### src/rtl/vgaDecPkg.sv
package vgaDecPkg;

  // Ports after mono/colour remapping
  localparam logic [15:0] PORT_MISC_W = 16'h03C2;
  localparam logic [15:0] PORT_MISC_R = 16'h03CC;
  localparam logic [15:0] PORT_GIDX   = 16'h03CE;
  localparam logic [15:0] PORT_GDATA  = 16'h03CF;
  localparam logic [15:0] PORT_CIDX   = 16'h03D4;
  localparam logic [15:0] PORT_CDATA  = 16'h03D5;

  // Pages subject to remapping and the remap mask
  localparam logic [11:0] MONO_PAGE   = 12'h03B;
  localparam logic [11:0] COLOR_PAGE  = 12'h03D;
  localparam logic [15:0] REMAP_XOR   = 16'h0060;

  // Graphics indices at or below this go to the standard logic
  localparam logic [7:0]  GFX_STD_TOP = 8'd8;
  localparam logic [7:0]  GFX_ID_REG  = 8'h0C;

  typedef enum logic [2:0] {
    RD_FWD,
    RD_MISC,
    RD_GIDX,
    RD_GDATA,
    RD_CIDX,
    RD_CDATA
  } rdSel_e;

  // Control-to-datapath strobes
  typedef struct packed {
    logic   miscWr;
    logic   gIdxWr;
    logic   gDataWr;
    logic   cIdxWr;
    logic   cDataWr;
    rdSel_e rdSel;
  } ctlStb_t;

endpackage

### src/rtl/vgaDecCtrl.sv
module vgaDecCtrl
  import vgaDecPkg::*;
(
  input  logic        clk,
  input  logic        rstN,
  input  logic [15:0] ioAddr,
  input  logic        ioWr,
  input  logic        ioRd,
  input  logic        colorSel,
  input  logic [7:0]  gfxIndex,
  output ctlStb_t     stb,
  output logic        fwdWr,
  output logic        fwdRd,
  output logic [15:0] fwdAddr
);

  logic [15:0] effAddr;
  logic        inWindow;
  logic        gfxExt;
  logic        isMiscW, isMiscR, isGIdx, isGData, isCIdx, isCData;
  logic        wrLocal, rdLocal;

  always_comb begin
    inWindow = (ioAddr[15:4] == MONO_PAGE) || (ioAddr[15:4] == COLOR_PAGE);
    effAddr  = (!colorSel && inWindow) ? (ioAddr ^ REMAP_XOR) : ioAddr;
    gfxExt   = gfxIndex > GFX_STD_TOP;

    isMiscW  = effAddr == PORT_MISC_W;
    isMiscR  = effAddr == PORT_MISC_R;
    isGIdx   = effAddr == PORT_GIDX;
    isGData  = (effAddr == PORT_GDATA) && gfxExt;
    isCIdx   = effAddr == PORT_CIDX;
    isCData  = effAddr == PORT_CDATA;

    wrLocal  = isMiscW | isGIdx | isGData | isCIdx | isCData;
    rdLocal  = isMiscR | isGIdx | isGData | isCIdx | isCData;
  end

  always_comb begin
    stb.miscWr  = ioWr & isMiscW;
    stb.gIdxWr  = ioWr & isGIdx;
    stb.gDataWr = ioWr & isGData;
    stb.cIdxWr  = ioWr & isCIdx;
    stb.cDataWr = ioWr & isCData;
    if (isMiscR)      stb.rdSel = RD_MISC;
    else if (isGIdx)  stb.rdSel = RD_GIDX;
    else if (isGData) stb.rdSel = RD_GDATA;
    else if (isCIdx)  stb.rdSel = RD_CIDX;
    else if (isCData) stb.rdSel = RD_CDATA;
    else              stb.rdSel = RD_FWD;
  end

  assign fwdWr   = ioWr & ~wrLocal;
  assign fwdRd   = ioRd & ~rdLocal;
  assign fwdAddr = effAddr;

  // a write lands on at most one target
  a_r12_one_target: assert property (@(posedge clk) disable iff (!rstN)
    $onehot0({stb.miscWr, stb.gIdxWr, stb.gDataWr, stb.cIdxWr, stb.cDataWr, fwdWr}));

  // a read served here never leaves on the forward strobe
  a_r12_rd_excl: assert property (@(posedge clk) disable iff (!rstN)
    (ioRd && stb.rdSel != RD_FWD) |-> !fwdRd);

  // in mono mode the colour CRTC index port leaves as the mono port
  a_r1_mono_redirect: assert property (@(posedge clk) disable iff (!rstN)
    (!colorSel && ioWr && ioAddr == 16'h03D4) |-> (fwdWr && fwdAddr == 16'h03B4));

  // low graphics indices are forwarded
  a_r3_low_gfx_fwd: assert property (@(posedge clk) disable iff (!rstN)
    (ioWr && fwdAddr == PORT_GDATA && gfxIndex <= GFX_STD_TOP) |-> fwdWr);

endmodule

### src/rtl/vgaDecRegs.sv
module vgaDecRegs
  import vgaDecPkg::*;
#(
  parameter int         CRTC_IDX_W = 6,
  parameter int         GFX_REGS   = 16,
  parameter logic [1:0] CHIP_TYPE  = 2'd2,
  parameter logic [1:0] MEM_CODE   = 2'd2
) (
  input  logic                          clk,
  input  logic                          rstN,
  input  ctlStb_t                       stb,
  input  logic [7:0]                    wrData,
  input  logic [7:0]                    fwdRdData,
  output logic [7:0]                    rdData,
  output logic [7:0]                    miscReg,
  output logic [7:0]                    gfxIndex,
  output logic [CRTC_IDX_W-1:0]         crtcIndex,
  output logic [GFX_REGS*8-1:0]         gfxFlat,
  output logic [(1<<CRTC_IDX_W)*8-1:0]  crtcFlat,
  output logic                          recalcStb
);

  localparam int CRTC_REGS = 1 << CRTC_IDX_W;
  localparam int GFX_IDX_W = $clog2(GFX_REGS);

  localparam logic [CRTC_IDX_W-1:0] IDX_PARTIAL  = CRTC_IDX_W'(7);
  localparam logic [CRTC_IDX_W-1:0] IDX_QUIET_LO = CRTC_IDX_W'(14);
  localparam logic [CRTC_IDX_W-1:0] IDX_QUIET_HI = CRTC_IDX_W'(16);
  localparam logic [CRTC_IDX_W-1:0] IDX_PROT     = CRTC_IDX_W'(17);
  localparam logic [CRTC_IDX_W-1:0] IDX_LAST_STD = CRTC_IDX_W'(24);
  localparam logic [CRTC_IDX_W-1:0] IDX_ID       = CRTC_IDX_W'(26);
  localparam logic [CRTC_IDX_W-1:0] IDX_CFG      = CRTC_IDX_W'(30);

  logic [CRTC_REGS-1:0][7:0] crtcReg;
  logic [GFX_REGS-1:0][7:0]  gfxReg;
  logic [GFX_REGS-1:0]       gfxWe;

  logic [7:0] crtcCur, crtcNext, crtcRd, gfxRd;
  logic       protectOn, unlocked, crtcAllow, crtcChanged, quietIdx;
  logic       gfxInRange;

  // ---------------- CRTC write path ----------------
  always_comb begin
    crtcCur     = crtcReg[crtcIndex];
    protectOn   = crtcReg[IDX_PROT][7];
    crtcAllow   = !(protectOn && crtcIndex < IDX_PARTIAL);
    if (protectOn && crtcIndex == IDX_PARTIAL)
      crtcNext = {crtcCur[7:5], wrData[4], crtcCur[3:0]};
    else
      crtcNext = wrData;
    crtcChanged = crtcNext != crtcCur;
    quietIdx    = (crtcIndex >= IDX_QUIET_LO) && (crtcIndex <= IDX_QUIET_HI);
  end

  always_ff @(posedge clk or negedge rstN) begin
    if (!rstN) begin
      crtcReg   <= '0;
      crtcIndex <= '0;
      recalcStb <= 1'b0;
    end else begin
      recalcStb <= stb.cDataWr && crtcAllow && crtcChanged && !quietIdx;
      if (stb.cIdxWr)
        crtcIndex <= wrData[CRTC_IDX_W-1:0];
      if (stb.cDataWr && crtcAllow)
        crtcReg[crtcIndex] <= crtcNext;
    end
  end

  // ---------------- Graphics path ----------------
  always_comb gfxInRange = int'(gfxIndex) < GFX_REGS;

  // Only indices above the standard range own storage here
  for (genvar g = 0; g < GFX_REGS; g++) begin : gGfxWe
    if (g > int'(GFX_STD_TOP)) begin : gExt
      assign gfxWe[g] = stb.gDataWr && gfxInRange &&
                        (gfxIndex[GFX_IDX_W-1:0] == GFX_IDX_W'(g));
    end else begin : gStd
      assign gfxWe[g] = 1'b0;
    end
  end

  always_ff @(posedge clk or negedge rstN) begin
    if (!rstN) begin
      gfxReg   <= '0;
      gfxIndex <= '0;
    end else begin
      if (stb.gIdxWr)
        gfxIndex <= wrData;
      for (int i = 0; i < GFX_REGS; i++)
        if (gfxWe[i]) gfxReg[i] <= wrData;
    end
  end

  // ---------------- Miscellaneous output ----------------
  always_ff @(posedge clk or negedge rstN) begin
    if (!rstN)           miscReg <= 8'h01;
    else if (stb.miscWr) miscReg <= wrData;
  end

  // ---------------- Readback ----------------
  always_comb begin
    unlocked = crtcReg[IDX_CFG][7];
    if (!unlocked && crtcIndex > IDX_LAST_STD)
      crtcRd = 8'hFF;
    else if (crtcIndex == IDX_ID)
      crtcRd = {CHIP_TYPE, 6'b0};
    else if (crtcIndex == IDX_CFG)
      crtcRd = crtcCur | {6'b0, MEM_CODE};
    else
      crtcRd = crtcCur;

    if (!gfxInRange)
      gfxRd = 8'h00;
    else if (gfxIndex == GFX_ID_REG)
      gfxRd = gfxReg[gfxIndex[GFX_IDX_W-1:0]] | 8'h04;
    else
      gfxRd = gfxReg[gfxIndex[GFX_IDX_W-1:0]];
  end

  always_comb begin
    case (stb.rdSel)
      RD_MISC:  rdData = miscReg;
      RD_GIDX:  rdData = gfxIndex;
      RD_GDATA: rdData = gfxRd;
      RD_CIDX:  rdData = 8'(crtcIndex);
      RD_CDATA: rdData = crtcRd;
      default:  rdData = fwdRdData;
    endcase
  end

  assign crtcFlat = crtcReg;
  assign gfxFlat  = gfxReg;

  // protected low indices keep their value across a write
  a_r10_protect_low: assert property (@(posedge clk) disable iff (!rstN)
    (stb.cDataWr && crtcReg[IDX_PROT][7] && crtcIndex < IDX_PARTIAL)
    |=> crtcReg[$past(crtcIndex)] == $past(crtcReg[crtcIndex]));

  // protected index 7 changes in bit 4 only
  a_r10_protect_seven: assert property (@(posedge clk) disable iff (!rstN)
    (stb.cDataWr && crtcReg[IDX_PROT][7] && crtcIndex == IDX_PARTIAL)
    |=> (crtcReg[IDX_PARTIAL][7:5] == $past(crtcReg[IDX_PARTIAL][7:5])) &&
        (crtcReg[IDX_PARTIAL][3:0] == $past(crtcReg[IDX_PARTIAL][3:0])));

  // locked extended reads return all ones
  a_r7_locked_read: assert property (@(posedge clk) disable iff (!rstN)
    (stb.rdSel == RD_CDATA && !crtcReg[IDX_CFG][7] && crtcIndex > IDX_LAST_STD)
    |-> rdData == 8'hFF);

  // a pulse only follows a CRTC data write
  a_r11_recalc_cause: assert property (@(posedge clk) disable iff (!rstN)
    recalcStb |-> $past(stb.cDataWr));

  // writes in the quiet range never pulse
  a_r11_quiet_range: assert property (@(posedge clk) disable iff (!rstN)
    (stb.cDataWr && crtcIndex >= IDX_QUIET_LO && crtcIndex <= IDX_QUIET_HI)
    |=> !recalcStb);

  // out-of-range graphics writes leave the file alone
  a_r4_gfx_range: assert property (@(posedge clk) disable iff (!rstN)
    (stb.gDataWr && !gfxInRange) |=> $stable(gfxReg));

  // register 0x0C reads with bit 2 set
  a_r5_gfx_id_bit: assert property (@(posedge clk) disable iff (!rstN)
    (stb.rdSel == RD_GDATA && gfxIndex == GFX_ID_REG) |-> rdData[2]);

endmodule

### src/rtl/vgaPortDecoder.sv
module vgaPortDecoder
  import vgaDecPkg::*;
#(
  parameter int         CRTC_IDX_W = 6,
  parameter int         GFX_REGS   = 16,
  parameter logic [1:0] CHIP_TYPE  = 2'd2,
  parameter int         MEM_KB     = 1024
) (
  input  logic                          clk,
  input  logic                          rstN,
  input  logic [15:0]                   ioAddr,
  input  logic [7:0]                    ioWrData,
  input  logic                          ioWr,
  input  logic                          ioRd,
  output logic [7:0]                    ioRdData,
  input  logic [7:0]                    fwdRdData,
  output logic                          fwdWr,
  output logic                          fwdRd,
  output logic [15:0]                   fwdAddr,
  output logic [7:0]                    miscReg,
  output logic [7:0]                    gfxIndex,
  output logic [CRTC_IDX_W-1:0]         crtcIndex,
  output logic [GFX_REGS*8-1:0]         gfxRegsFlat,
  output logic [(1<<CRTC_IDX_W)*8-1:0]  crtcRegsFlat,
  output logic                          recalcStb
);

  localparam logic [1:0] MEM_CODE = (MEM_KB >= 1024) ? 2'd2 :
                                    (MEM_KB >= 512)  ? 2'd1 : 2'd0;

  ctlStb_t stb;

  vgaDecCtrl i_ctrl (
    .clk      (clk),
    .rstN     (rstN),
    .ioAddr   (ioAddr),
    .ioWr     (ioWr),
    .ioRd     (ioRd),
    .colorSel (miscReg[0]),
    .gfxIndex (gfxIndex),
    .stb      (stb),
    .fwdWr    (fwdWr),
    .fwdRd    (fwdRd),
    .fwdAddr  (fwdAddr)
  );

  vgaDecRegs #(
    .CRTC_IDX_W (CRTC_IDX_W),
    .GFX_REGS   (GFX_REGS),
    .CHIP_TYPE  (CHIP_TYPE),
    .MEM_CODE   (MEM_CODE)
  ) i_regs (
    .clk       (clk),
    .rstN      (rstN),
    .stb       (stb),
    .wrData    (ioWrData),
    .fwdRdData (fwdRdData),
    .rdData    (ioRdData),
    .miscReg   (miscReg),
    .gfxIndex  (gfxIndex),
    .crtcIndex (crtcIndex),
    .gfxFlat   (gfxRegsFlat),
    .crtcFlat  (crtcRegsFlat),
    .recalcStb (recalcStb)
  );

endmodule

### config.mk
export PLATFORM = sky130hd
export DESIGN_NAME = vgaPortDecoder
export DESIGN_NICKNAME = d
export VERILOG_FILES = /design/src/rtl/vgaDecPkg.sv /design/src/rtl/vgaDecCtrl.sv /design/src/rtl/vgaDecRegs.sv /design/src/rtl/vgaPortDecoder.sv
export SDC_FILE = /design/constraint.sdc
export NUM_CORES = 1
export LEC_CHECK = 0
export ABC_AREA = 0
export BUFFER_PORTS_ARGS = -buffer_cell sky130_fd_sc_hd__buf_2
export CAP_MARGIN = 15
export CORE_MARGIN = 2
export CORE_UTILIZATION = 30
export CTS_CLUSTER_DIAMETER = 40
export DETAILED_ROUTE_END_ITERATION = 8
export PLACE_DENSITY_LB_ADDON = 0.08
export SLEW_MARGIN = 5
export SYNTH_ARGS = -nofsm -noshare
export SYNTH_HDL_FRONTEND = slang
export SYNTH_SLANG_ARGS = --single-unit
### constraint.sdc
create_clock -name clk -period 2.6 [get_ports clk]
set_input_delay 0.26 -clock clk [delete_from_list [all_inputs] [get_ports clk]]
set_output_delay 0.26 -clock clk [all_outputs]
set_load 0.02 [all_outputs]
==> results.ini, run 1 <==
[run_status]
status=finished with violations
violations=negative setup slack

[final_layout]
nNetsFinal=3471
final_cell_mix=buf_2, buf_4, dfrtp_1
layout_commonest_cell=buf_2
drive_above_1_share=0.7014
final_core_util=0.4699
area_growth_pct=54.93

[setup_path]
crit_type=reg2out
r2r-end=i_regs.crtcFlat[87]$_DFFE_PN0P_
worstPathArrival_ps=3760
crit_path_end_kind=primary output
critPathLaunchType=flip-flop
path_cells=buf_12 -> buf_16 -> buf_12 -> buf_8 -> buf_4 -> mux2i_1 -> o221ai_1 -> a32oi_2 -> and4_4 -> nor2_1 -> o21ai_0 -> buf_4 -> a31oi_1 -> buf_2
crit_slowest_cell=dfrtp_4
cp_slowest_stage_delay_ps=510
r2r_cells=12
r2r-start=i_regs.crtcIndex[0]$_DFFE_PN0P_
crit_fanout=12
critical_path_required_ps=2340
rrSetupSlack_ps=-990

[power_and_ir_drop]
swShare=0.2346
p_seq_frac=0.360
p_leak_nw=23.75
switching_power_w=0.006004
p_comb_frac=0.033
p_clk_frac=0.607
power_density_mw_per_mm2=571.6
vdd_drop_max_mv=0.5268
internal_power_w=0.01959

[routing]
viasPerCell=5.046
top_layer_used=met4
dr.pass1.iters=5
drc=0
wl_um=140400
met3_length_um=7906
ant_nets=0
wl_met1_um=58640
wl_per_cell_um=29.24
vias=24231
dr_wl_met2_um=69020
drt_iter0_markers=1520

[timing]
clock_skew_ps=29.01
hold_viol=0
fmaxAchievable_mhz=248.8
setup_viol=523
maxSlewHeadroom=0.4459
rsz0062_at_grt=true
fin_ws_ps=-1419
tns_ps=-355100
maxSlewViolCount=0
fin_crit_sh=1.546
min_period_ps=4019
tightest_slew_ps=828.0

[cts]
cts_tree=built
clkTransAtPathRegs_ps=50
clock-sinks=591
clockBufferDepth=3
cts_htree_levels=3
cts-root-buf=clkbuf_16
insertion_delay_ps=710
numCtsBuffers=113

[floorplanning]
num_rows=113
die_w_um=314.4
pin_count=725
fp.dieH_um=314.4
start_util=0.3033
dieArea_mm2=0.09885
core_area_mm2=0.09529

[logic_synthesis]
syn_area_per_cell_um2=13.92
synth_area_mm2=0.02891
ys_seq_elements=591
synth.distinct_cells=75
ys_warn_count=0
async_reset_ff_frac=1.000
synth-edff-count=0
ys.flop_type=dfrtp_1
netlist_instances=2077
seq_area_frac_synth=0.5117

[worst_hold_path]
hold_path.class=in2reg
hold_start=ioWrData[7]
min_to=i_regs.gfxFlat[95]$_DFFE_PN0P_
hold-path-cell-count=2

[global_routing]
grt_max_degree=81
grt.overflow.total=0
grt_pass1_vias=25342
antenna_found_initial=6
grt_usage=0.2712
grt_pass1_wl_um=191500

[run]
maxCapViolations=0

[placed_design]
port_buffers=652
gp_congestion=0.9054
dp_hpwl_um=104500

[layer usage]
layer / GRT usage / vias to the layer above
met5: 0 / -
li1: - / 10374
met1: 0.3424 / 12811
met4: 0.09578 / 0
met2: 0.4629 / 840
met3: 0.05184 / 206
[cell usage after synthesis (10+ instances only)]
| library cell | instances | area share |
|---|---|---|
| o21ai_0 | 38 | 0.0066 |
| dfrtp_1 | 590 | 0.51 |
| nand2_1 | 65 | 0.0084 |
| nor2b_1 | 13 | 0.0028 |
| nor2_2 | 38 | 0.0082 |
| a21oi_1 | 23 | 0.0040 |
| mux4_2 | 86 | 0.067 |
| mux2_2 | 629 | 0.25 |
| a31oi_1 | 15 | 0.0032 |
| nor2_1 | 51 | 0.0066 |
| a221o_1 | 11 | 0.0038 |
| a22oi_1 | 25 | 0.0065 |
| mux2i_1 | 34 | 0.012 |
| buf_2 | 33 | 0.0057 |
| clkbuf_1 | 82 | 0.011 |
| nand3_1 | 20 | 0.0035 |
| a211oi_1 | 10 | 0.0026 |
| buf_6 | 16 | 0.0062 |
| a221oi_1 | 26 | 0.0079 |
| nand3_4 | 10 | 0.0061 |
| buf_4 | 93 | 0.024 |
[stage by stage]
step	cells	worst slack [ps]	power [W]	instance area, µm²	hold WS [ps]
after floorplan	2148	-217.8	0.009766	29860	-35.59
after global placement	4545	-1016	0.01011	39500	216.2
after detailed placement	4545	-1049	0.01012	39500	217.4
after CTS	4768	-1458	0.02578	43980	42.13
after global routing	4800	-1514	0.02639	44780	64.00
final	4802	-1419	0.02560	44780	68.58
[critical path, delay by kind of cell (launching register included)]
family / cells / cell delay [ps]
buffers and inverters: 7 / 1070
AO/OA/AOI/OAI: 4 / 850
flip-flops: 1 / 510
AND/OR/NAND/NOR: 2 / 340
multiplexers: 1 / 260
[cell families after synthesis]
group | share of synthesized area
compound gates | 0.05381
xor+xnor | 0.002424
buf+inv | 0.05103
flops | 0.5117
mux | 0.3272
other cells | 0.0001297
simple gates | 0.05372
[power by group through the flow]
stage | clock network [W] | registers, W | logic [W]
after floorplan | 0 | 0.00937 | 0.000397
after global placement | 0 | 0.00937 | 0.000748
after detailed placement | 0 | 0.00937 | 0.000758
after CTS | 0.0158 | 0.00921 | 0.000766
after global routing | 0.0163 | 0.00921 | 0.000909
final | 0.0155 | 0.00922 | 0.000847
[sequential cells by signal, indices dropped and copies added, names as in the netlist]
signal and cells:
i_regs.recalcStb 1, i_regs.gfxIndex 8, i_regs.crtcFlat 512, i_regs.miscReg 8, i_regs.gfxFlat 56, i_regs.crtcIndex 6
[worst max path at each step]
| stage | startpoint | end | slack [ps] |
|---|---|---|---|
| floorplan | i_regs.crtcIndex[0]$_DFFE_PN0P_ | ioRdData[4] | -220 |
| global placement | i_regs.crtcIndex[0]$_DFFE_PN0P_ | ioRdData[5] | -1020 |
| detailed placement | i_regs.crtcIndex[0]$_DFFE_PN0P_ | ioRdData[1] | -1050 |
| CTS | i_regs.crtcIndex[0]$_DFFE_PN0P_ | ioRdData[4] | -1460 |
| global route | i_regs.crtcIndex[0]$_DFFE_PN0P_ | ioRdData[1] | -1510 |
| finish | i_regs.crtcIndex[0]$_DFFE_PN0P_ | ioRdData[2] | -1420 |
[what timing repair did]
| action | CTS | global route |
|---|---|---|
| gates cloned | 3 | 14 |
| setup buffers | 6 | 19 |
| setup endpoints to repair | 523 | 523 |
| pin swaps | 15 | 23 |
| resized for setup | 70 | 95 |
| hold endpoints to repair | 173 | 0 |
| hold buffers | 2 | 0 |
[final cells by class]
type                    instances  area, µm²
multi-input cells            1313      13850
well taps                    1265       1583
diodes                          4      10.01
flip-flops and latches        591      14800
inverters                       9      33.78
clock inverters                74       1010
fillers                      8782      50510
repair buffers               1407      10450
clock buffers                 139       3045
Note: power is estimated with default switching activity, not from simulation.
==> run 2: changes to the inputs <==
--- a/config.mk
+++ b/config.mk
@@ -5,7 +5,7 @@
 export SDC_FILE = /design/constraint.sdc
 export NUM_CORES = 1
 export LEC_CHECK = 0
-export ABC_AREA = 0
+export ABC_AREA = 1
 export BUFFER_PORTS_ARGS = -buffer_cell sky130_fd_sc_hd__buf_2
 export CAP_MARGIN = 15
 export CORE_MARGIN = 2
==> run 2 against run 1 <==
  * The flow still finishes with violations (negative setup slack)
  * Count of clock-buffer cells in the layout increased by 3
  * Die area increased by 1.5%
  * Worst setup slack improved by 490 ps
  * Synthesized area increased by 1.5%
  * Largest power group unchanged
  * Non-clock buffer count decreased by 192
  * Critical path depth increased by 5
  * Highest routed layer unchanged
  * Sequential share of layout area about the same
  * Register-to-register slack improved by 550 ps
  * Critical endpoint is now ioRdData[4]
  * Via count increased by 29%
==> results.ini, run 2 <==
[run_status]
status=finished with violations
violations=negative setup slack

[power_and_ir_drop]
vdd_drop_max_mv=0.5654  ; +7.3%
p_seq_frac=0.347  ; -0.013
p_leak_nw=23.45  ; -1.3%
swShare=0.2346  ; about the same
p_comb_frac=0.039  ; +0.006
p_clk_frac=0.614  ; +0.007
power.total_w=0.02655  ; +3.7%
switching_power_w=0.006229  ; +3.7%
internal_power_w=0.02032  ; +3.7%
power_density_mw_per_mm2=593.7  ; +3.9%

[timing]
maxSlewHeadroom=0.6409  ; +0.1949
min_period_ps=3525  ; -493.9 ps
rsz0062_at_grt=true
holdWs_ps=34.11  ; -34.47 ps
maxSlewViolCount=0  ; unchanged
hold_viol=0  ; unchanged
fmaxAchievable_mhz=283.7  ; +14%
setup_viol=457  ; -13%
fin_ws_ps=-925.1  ; +493.9 ps
fin_crit_sh=1.356  ; -0.1900
tightest_slew_ps=538.7  ; -289.3 ps
clock_skew_ps=25.21  ; -3.799 ps

[setup_path]
critical_path_required_ps=2340  ; about the same
crit_type=reg2out
crit_path_end_kind=primary output
critPathLaunchType=flip-flop
crit_fanout=6  ; -6
worstPathArrival_ps=3270  ; -490 ps

[cts]
cts-root-buf=clkbuf_16
numCtsBuffers=116  ; +2.7%
clock-sinks=591  ; unchanged
clkTransAtPathRegs_ps=50  ; about the same
insertion_delay_ps=710  ; about the same
cts_tree=built
clockBufferDepth=3  ; unchanged
cts_htree_levels=3  ; unchanged

[routing]
dr.pass1.iters=6  ; +1
wl_um=153000  ; +8.9%
drc=0  ; unchanged
drt_iter0_markers=2919  ; +92%
vias=31229  ; +29%
viasPerCell=4.866  ; -3.6%
wl_per_cell_um=23.83  ; -18%
ant_nets=0  ; unchanged

[floorplanning]
dieArea_mm2=0.1003  ; +1.5%
num_rows=114  ; +0.88%
die_w_um=316.7  ; +0.73%
core_area_mm2=0.09685  ; +1.6%
pin_count=725  ; unchanged
start_util=0.3029  ; -0.0004565
fp.dieH_um=316.7  ; +0.73%

[logic_synthesis]
ys.flop_type=dfrtp_1
netlist_top_cells_count=nand2_1, o21ai_0, dfrtp_1, inv_1, nand3_1
ys_warn_count=0  ; unchanged
async_reset_ff_frac=1.000  ; unchanged
synth_top_area_share=0.5033  ; -0.007451
netlist_instances=3952  ; +90%
yosysMostFrequentCell=nand2_1
seq_area_frac_synth=0.5042  ; -0.007464
synth-edff-count=0  ; unchanged
synthTopCellsByArea=dfrtp_1, nand2_1, o21ai_0
synth.distinct_cells=34  ; -55%
ys_seq_elements=591  ; unchanged
syn_area_per_cell_um2=7.422  ; -47%
yosys.area.top_type=dfrtp_1
synth_area_mm2=0.02933  ; +1.5%

[placed_design]
gp_congestion=0.9024  ; -0.33%
place_inst=6116  ; +35%
placed_area_mm2=0.03804  ; -3.7%
port_buffers=652  ; unchanged
dp_hpwl_um=110800  ; +6.0%

[final_layout]
final_cell_mix=nand2_1, buf_2, dfrtp_1
layout_commonest_cell=nand2_1
drive_above_1_share=0.3311  ; -0.3703
fin_area_mm2=0.04472  ; -0.14%
area_growth_pct=52.46
stdcell_count=6418  ; +34%
largest_reg_flops=512  ; unchanged
nNetsFinal=5075  ; +46%

[global_routing]
grt_max_degree=88  ; +8.6%
grt_pass1_wl_um=213000  ; +11%
antenna_found_initial=1  ; -5
grt_pass1_vias=29796  ; +18%
grt.overflow.total=0  ; unchanged
grt_usage=0.2951  ; +0.02399

[run]
maxCapViolations=0  ; unchanged

[worst_hold_path]
hold_path.class=in2reg

-- run 2: metal layers --
metal | share of wire | track usage | wire (µm) | vias up
met5 | 0 | 0 | 0 | -
met4 | 0.038 | 0.1059 | 5849 | 0
met3 | 0.062 | 0.05211 | 9443 | 249
met2 | 0.47 | 0.4762 | 71440 | 1208
met1 | 0.43 | 0.3976 | 66220 | 15092
li1 | - | - | - | 14680
-- run 2: final cells by class --
cell class | instances | area, µm²
fillers | 9914 | 52130
flip-flops and latches | 591 | 14800
multi-input cells | 2870 | 13190
repair buffers | 1215 | 9889
clock buffers | 142 | 3182
well taps | 1276 | 1597
clock inverters | 78 | 1091
inverters | 244 | 962.2
repair inverters | 1 | 11.26
diodes | 1 | 2.502
-- run 2: critical path, cell delays in order (launching register included) --
cell and delay, ps:
dfrtp_4 440, buf_12 160, clkinv_16 90, buf_4 160
clkbuf_16 150, nand2_1 50, nand3_1 70, nand2_2 100
nand2_1 70, nand2_2 130, nand2_1 120, a21oi_1 160
buf_4 150, nor2_4 40, nand2_2 90, nand2_1 90
a21oi_4 180, nor2_4 60, nor2_2 80, buf_4 140
-- run 2: power by group through the flow --
stage	logic (W)	registers, W	clock network [W]
floorplan	0.000360	0.00937	0
global route	0.00110	0.00921	0.0170
detailed placement	0.000866	0.00937	0
finish	0.00103	0.00922	0.0163
global placement	0.000869	0.00937	0
CTS	0.000976	0.00921	0.0165
-- run 2: logic make-up (layout without fill, tap and decap cells) --
group,Yosys count,count (layout),synth area share
and+or+nand+nor,2111,2111,0.2899
buffers and inverters,562,1680,0.08578
AOI/OAI and AO/OA,687,687,0.1200
other,1,73,0.0001278
DFF,591,591,0.5042
-- run 2: timing repair --
item	in CTS	in global routing
gates cloned	16	9
hold buffers	1	0
endpoints found under the hold margin	296	0
endpoints found under the setup margin	477	589
gates resized for setup	305	195
pin swaps	61	56
setup buffers	43	18
-- run 2: path summary, 6_finish.rpt --
path / from / end / slack (ps) / cells after the start
setup / recovery: i_regs.crtcIndex[0]$_DFFE_PN0P_ / ioRdData[4] / -930 / 19
hold / removal: ioWrData[4] / i_regs.gfxIndex[4]$_DFFE_PN0P_ / 30 / 3
setup reg to reg: i_regs.crtcIndex[0]$_DFFE_PN0P_ / i_regs.crtcFlat[365]$_DFFE_PN0P_ / -440 / 20
hold reg to reg: i_regs.gfxFlat[98]$_DFFE_PN0P_ / i_regs.gfxFlat[98]$_DFFE_PN0P_ / 500 / 2
max in group asynchronous: rstN / i_regs.crtcFlat[427]$_DFFE_PN0P_ / 1540 / 3
min in group asynchronous: rstN / i_regs.crtcFlat[70]$_DFFE_PN0P_ / 90 / 2
-- run 2: through the flow --
stage          setup slack [ps]  TNS, ps  utilization
3_3_place_gp             -834.7  -167390       0.3928
4_1_cts                  -997.0   -89090       0.4533
2_1_floorplan             14.99        0            -
5_1_grt                   -1021  -158270       0.4617
3_5_place_dp             -822.0  -174270       0.3928
6_report                 -925.1  -112590       0.4618
==> run 3: changes to the inputs <==
--- a/config.mk
+++ b/config.mk
@@ -12,7 +12,7 @@
 export CORE_UTILIZATION = 30
 export CTS_CLUSTER_DIAMETER = 40
 export DETAILED_ROUTE_END_ITERATION = 8
-export PLACE_DENSITY_LB_ADDON = 0.08
+export PLACE_DENSITY = 0.51
 export SLEW_MARGIN = 5
 export SYNTH_ARGS = -nofsm -noshare
 export SYNTH_HDL_FRONTEND = slang
==> run 3 against run 2 <==
  * The flow still finishes with violations (negative setup slack)
  * Via count grew 0.36%
  * Final area fell by 4.2%
  * Worst setup slack worse by 75 ps
  * Critical endpoint is now ioRdData[6]
  * Largest power group unchanged
==> results.ini, run 3 (synthesized netlist as in run 2, its figures left out) <==
[global_routing]
grt.overflow.total=0  ; unchanged
grt_pass1_wl_um=213600  ; +0.29%
grt_pass1_vias=29276  ; -1.7%
antenna_found_initial=9  ; +8
grt_max_degree=68  ; -23%
grt_usage=0.2963  ; +0.001164

[final_layout]
largest_reg_flops=512  ; unchanged
area_growth_pct=46.06
final_cell_mix=nand2_1, buf_2, dfrtp_1
fin_area_mm2=0.04284  ; -4.2%
nNetsFinal=4962  ; -2.2%
drive_above_1_share=0.3048  ; -0.02627
fillers=9912  ; -0.020%
layout_commonest_cell=nand2_1
final_core_util=0.4424  ; -0.01939

[floorplanning]
start_util=0.3029  ; unchanged
pin_count=725  ; unchanged
core_area_mm2=0.09685  ; unchanged
dieArea_mm2=0.1003  ; unchanged
die_w_um=316.7  ; unchanged
fp.dieH_um=316.7  ; unchanged
num_rows=114  ; unchanged

[timing]
setup_viol=462  ; +1.1%
min_period_ps=3600  ; +74.90 ps
fin_crit_sh=1.385  ; +0.02881
fmaxAchievable_mhz=277.8  ; -2.1%
tns_ps=-118560  ; -5962 ps
clock_skew_ps=55.59  ; +30.39 ps
hold_viol=0  ; unchanged
maxSlewViolCount=0  ; unchanged
tightest_slew_ps=837.0  ; +298.3 ps
rsz0062_at_grt=true
fin_ws_ps=-1000  ; -74.90 ps
maxSlewHeadroom=0.4399  ; -0.2009

[cts]
cts-root-buf=clkbuf_16
clkTransAtPathRegs_ps=60  ; about the same
insertion_delay_ps=710  ; about the same
numCtsBuffers=107  ; -7.8%
clock-sinks=591  ; unchanged
clockBufferDepth=3  ; unchanged
cts_tree=built
cts_htree_levels=3  ; unchanged

[setup_path]
path_cells=buf_6 -> nor2_4 -> buf_12 -> bufbuf_16 -> nand2_1 -> nand3_2 -> nand2_1 -> nand2_1 -> nand2_1 -> nand2_1 -> nor2_2 -> nand2_2 -> nand2_2 -> a21oi_4 -> nor3_2 -> buf_4 -> nor2_4 -> buf_6
crit_fanout=15  ; +9
critPathLaunchType=flip-flop
cp_slowest_stage_delay_ps=530  ; +90 ps
worstPathArrival_ps=3340  ; +70 ps
crit_type=reg2out
crit_top_cell=nand2_1
crit_path_end_kind=primary output
crit_slowest_cell=dfrtp_4
critical_path_required_ps=2340  ; about the same

[power_and_ir_drop]
vdd_drop_max_mv=0.5210  ; -7.9%
power_density_mw_per_mm2=577.9  ; -2.7%
p_leak_nw=22.51  ; -4.0%

[placed_design]
gp_congestion=0.9043  ; +0.21%
dp_hpwl_um=107900  ; -2.6%
placed_area_mm2=0.03707  ; -2.5%
port_buffers=652  ; unchanged

[worst_hold_path]
hold_path.class=in2reg

[routing]
ant_nets=0  ; unchanged
wl_per_cell_um=24.27  ; +1.8%
vias=31340  ; +0.36%
viasPerCell=4.980  ; +2.3%
drt_iter0_markers=3178  ; +8.9%
dr.pass1.iters=5  ; -1
wl_um=152700  ; -0.14%
drc=0  ; unchanged

[run]
maxCapViolations=0  ; unchanged

[run_status]
violations=negative setup slack
status=finished with violations

run 3: cell count changes in the layout (fill, tap and decap cells not counted), sizes merged, moves of 6 or more:
cell,delta
bufinv,-8
buf,-104
clkbuf,-18
clkinvlp,-6
bufbuf,+6
diode,+6
run 3: cell type report:
class / count / area (µm²) / area share
diodes: 7 / 17.52 / 0.0004089
clock buffers: 130 / 2904 / 0.06778
clock inverters: 63 / 825.8 / 0.01927
inverters: 244 / 943.4 / 0.02202
multi-input cells: 2870 / 13020 / 0.3040
flip-flops and latches: 591 / 14800 / 0.3454
well taps: 1276 / 1597 / 0.03726
repair buffers: 1112 / 8733 / 0.2038
run 3: path summary, 6_finish.rpt:
check,start,end,slack (ps),cells after the start
max,i_regs.crtcIndex[0]$_DFFE_PN0P_,ioRdData[6],-1000,18
min,ioWrData[0],i_regs.gfxFlat[104]$_DFFE_PN0P_,140,4
max reg2reg,i_regs.crtcIndex[0]$_DFFE_PN0P_,i_regs.crtcFlat[430]$_DFFE_PN0P_,-450,19
min reg2reg,i_regs.gfxFlat[98]$_DFFE_PN0P_,i_regs.gfxFlat[98]$_DFFE_PN0P_,480,2
max in group asynchronous,rstN,i_regs.crtcFlat[269]$_DFFE_PN0P_,1520,3
min in group asynchronous,rstN,i_regs.crtcFlat[491]$_DFFE_PN0P_,190,2
run 3: power breakdown:
group	leakage, nW	total, W	switching (W)	internal (W)
Combinational	12.6	0.00105	0.000750	0.000303
Sequential	8.08	0.00921	0.000000234	0.00921
Clock	1.81	0.0145	0.00523	0.00926
run 3: what timing repair did:
| item | 4_1_cts | 5_1_grt |
|---|---|---|
| cloned | 26 | 1 |
| gates resized for setup | 241 | 81 |
| pin swaps | 42 | 14 |
| hold buffers | 2 | 0 |
| endpoints found under the setup margin | 507 | 503 |
| endpoints found under the hold margin | 48 | 0 |
| setup buffers | 28 | 7 |
run 3: worst max-delay path: cells and delay by family (launching register included):
kind / cells / cell delay [ps]
and+or+nand+nor: 12 / 1050
buffers and inverters: 5 / 840
DFF: 1 / 530
AOI/OAI and AO/OA: 1 / 220
run 3: layer usage:
metal	global-route usage	vias to the layer above	share of wire
li1	-	14430	-
met1	0.3911	15279	0.42
met2	0.4780	1347	0.46
met3	0.05713	282	0.071
met4	0.1196	2	0.041
met5	0	-	0.000085
run 3: per-stage QoR:
step / power, W / std cells / setup slack, ps / hold WS (ps)
after global routing: 0.02540 / 6290 / -1132 / 150.3
after detailed placement: 0.01021 / 6030 / -673.3 / 324.2
after CTS: 0.02489 / 6279 / -1008 / 95.60
after floorplan: 0.009729 / 4023 / 14.99 / -35.59
after global placement: 0.01021 / 6030 / -665.0 / 328.1
final: 0.02476 / 6293 / -1000 / 142.9
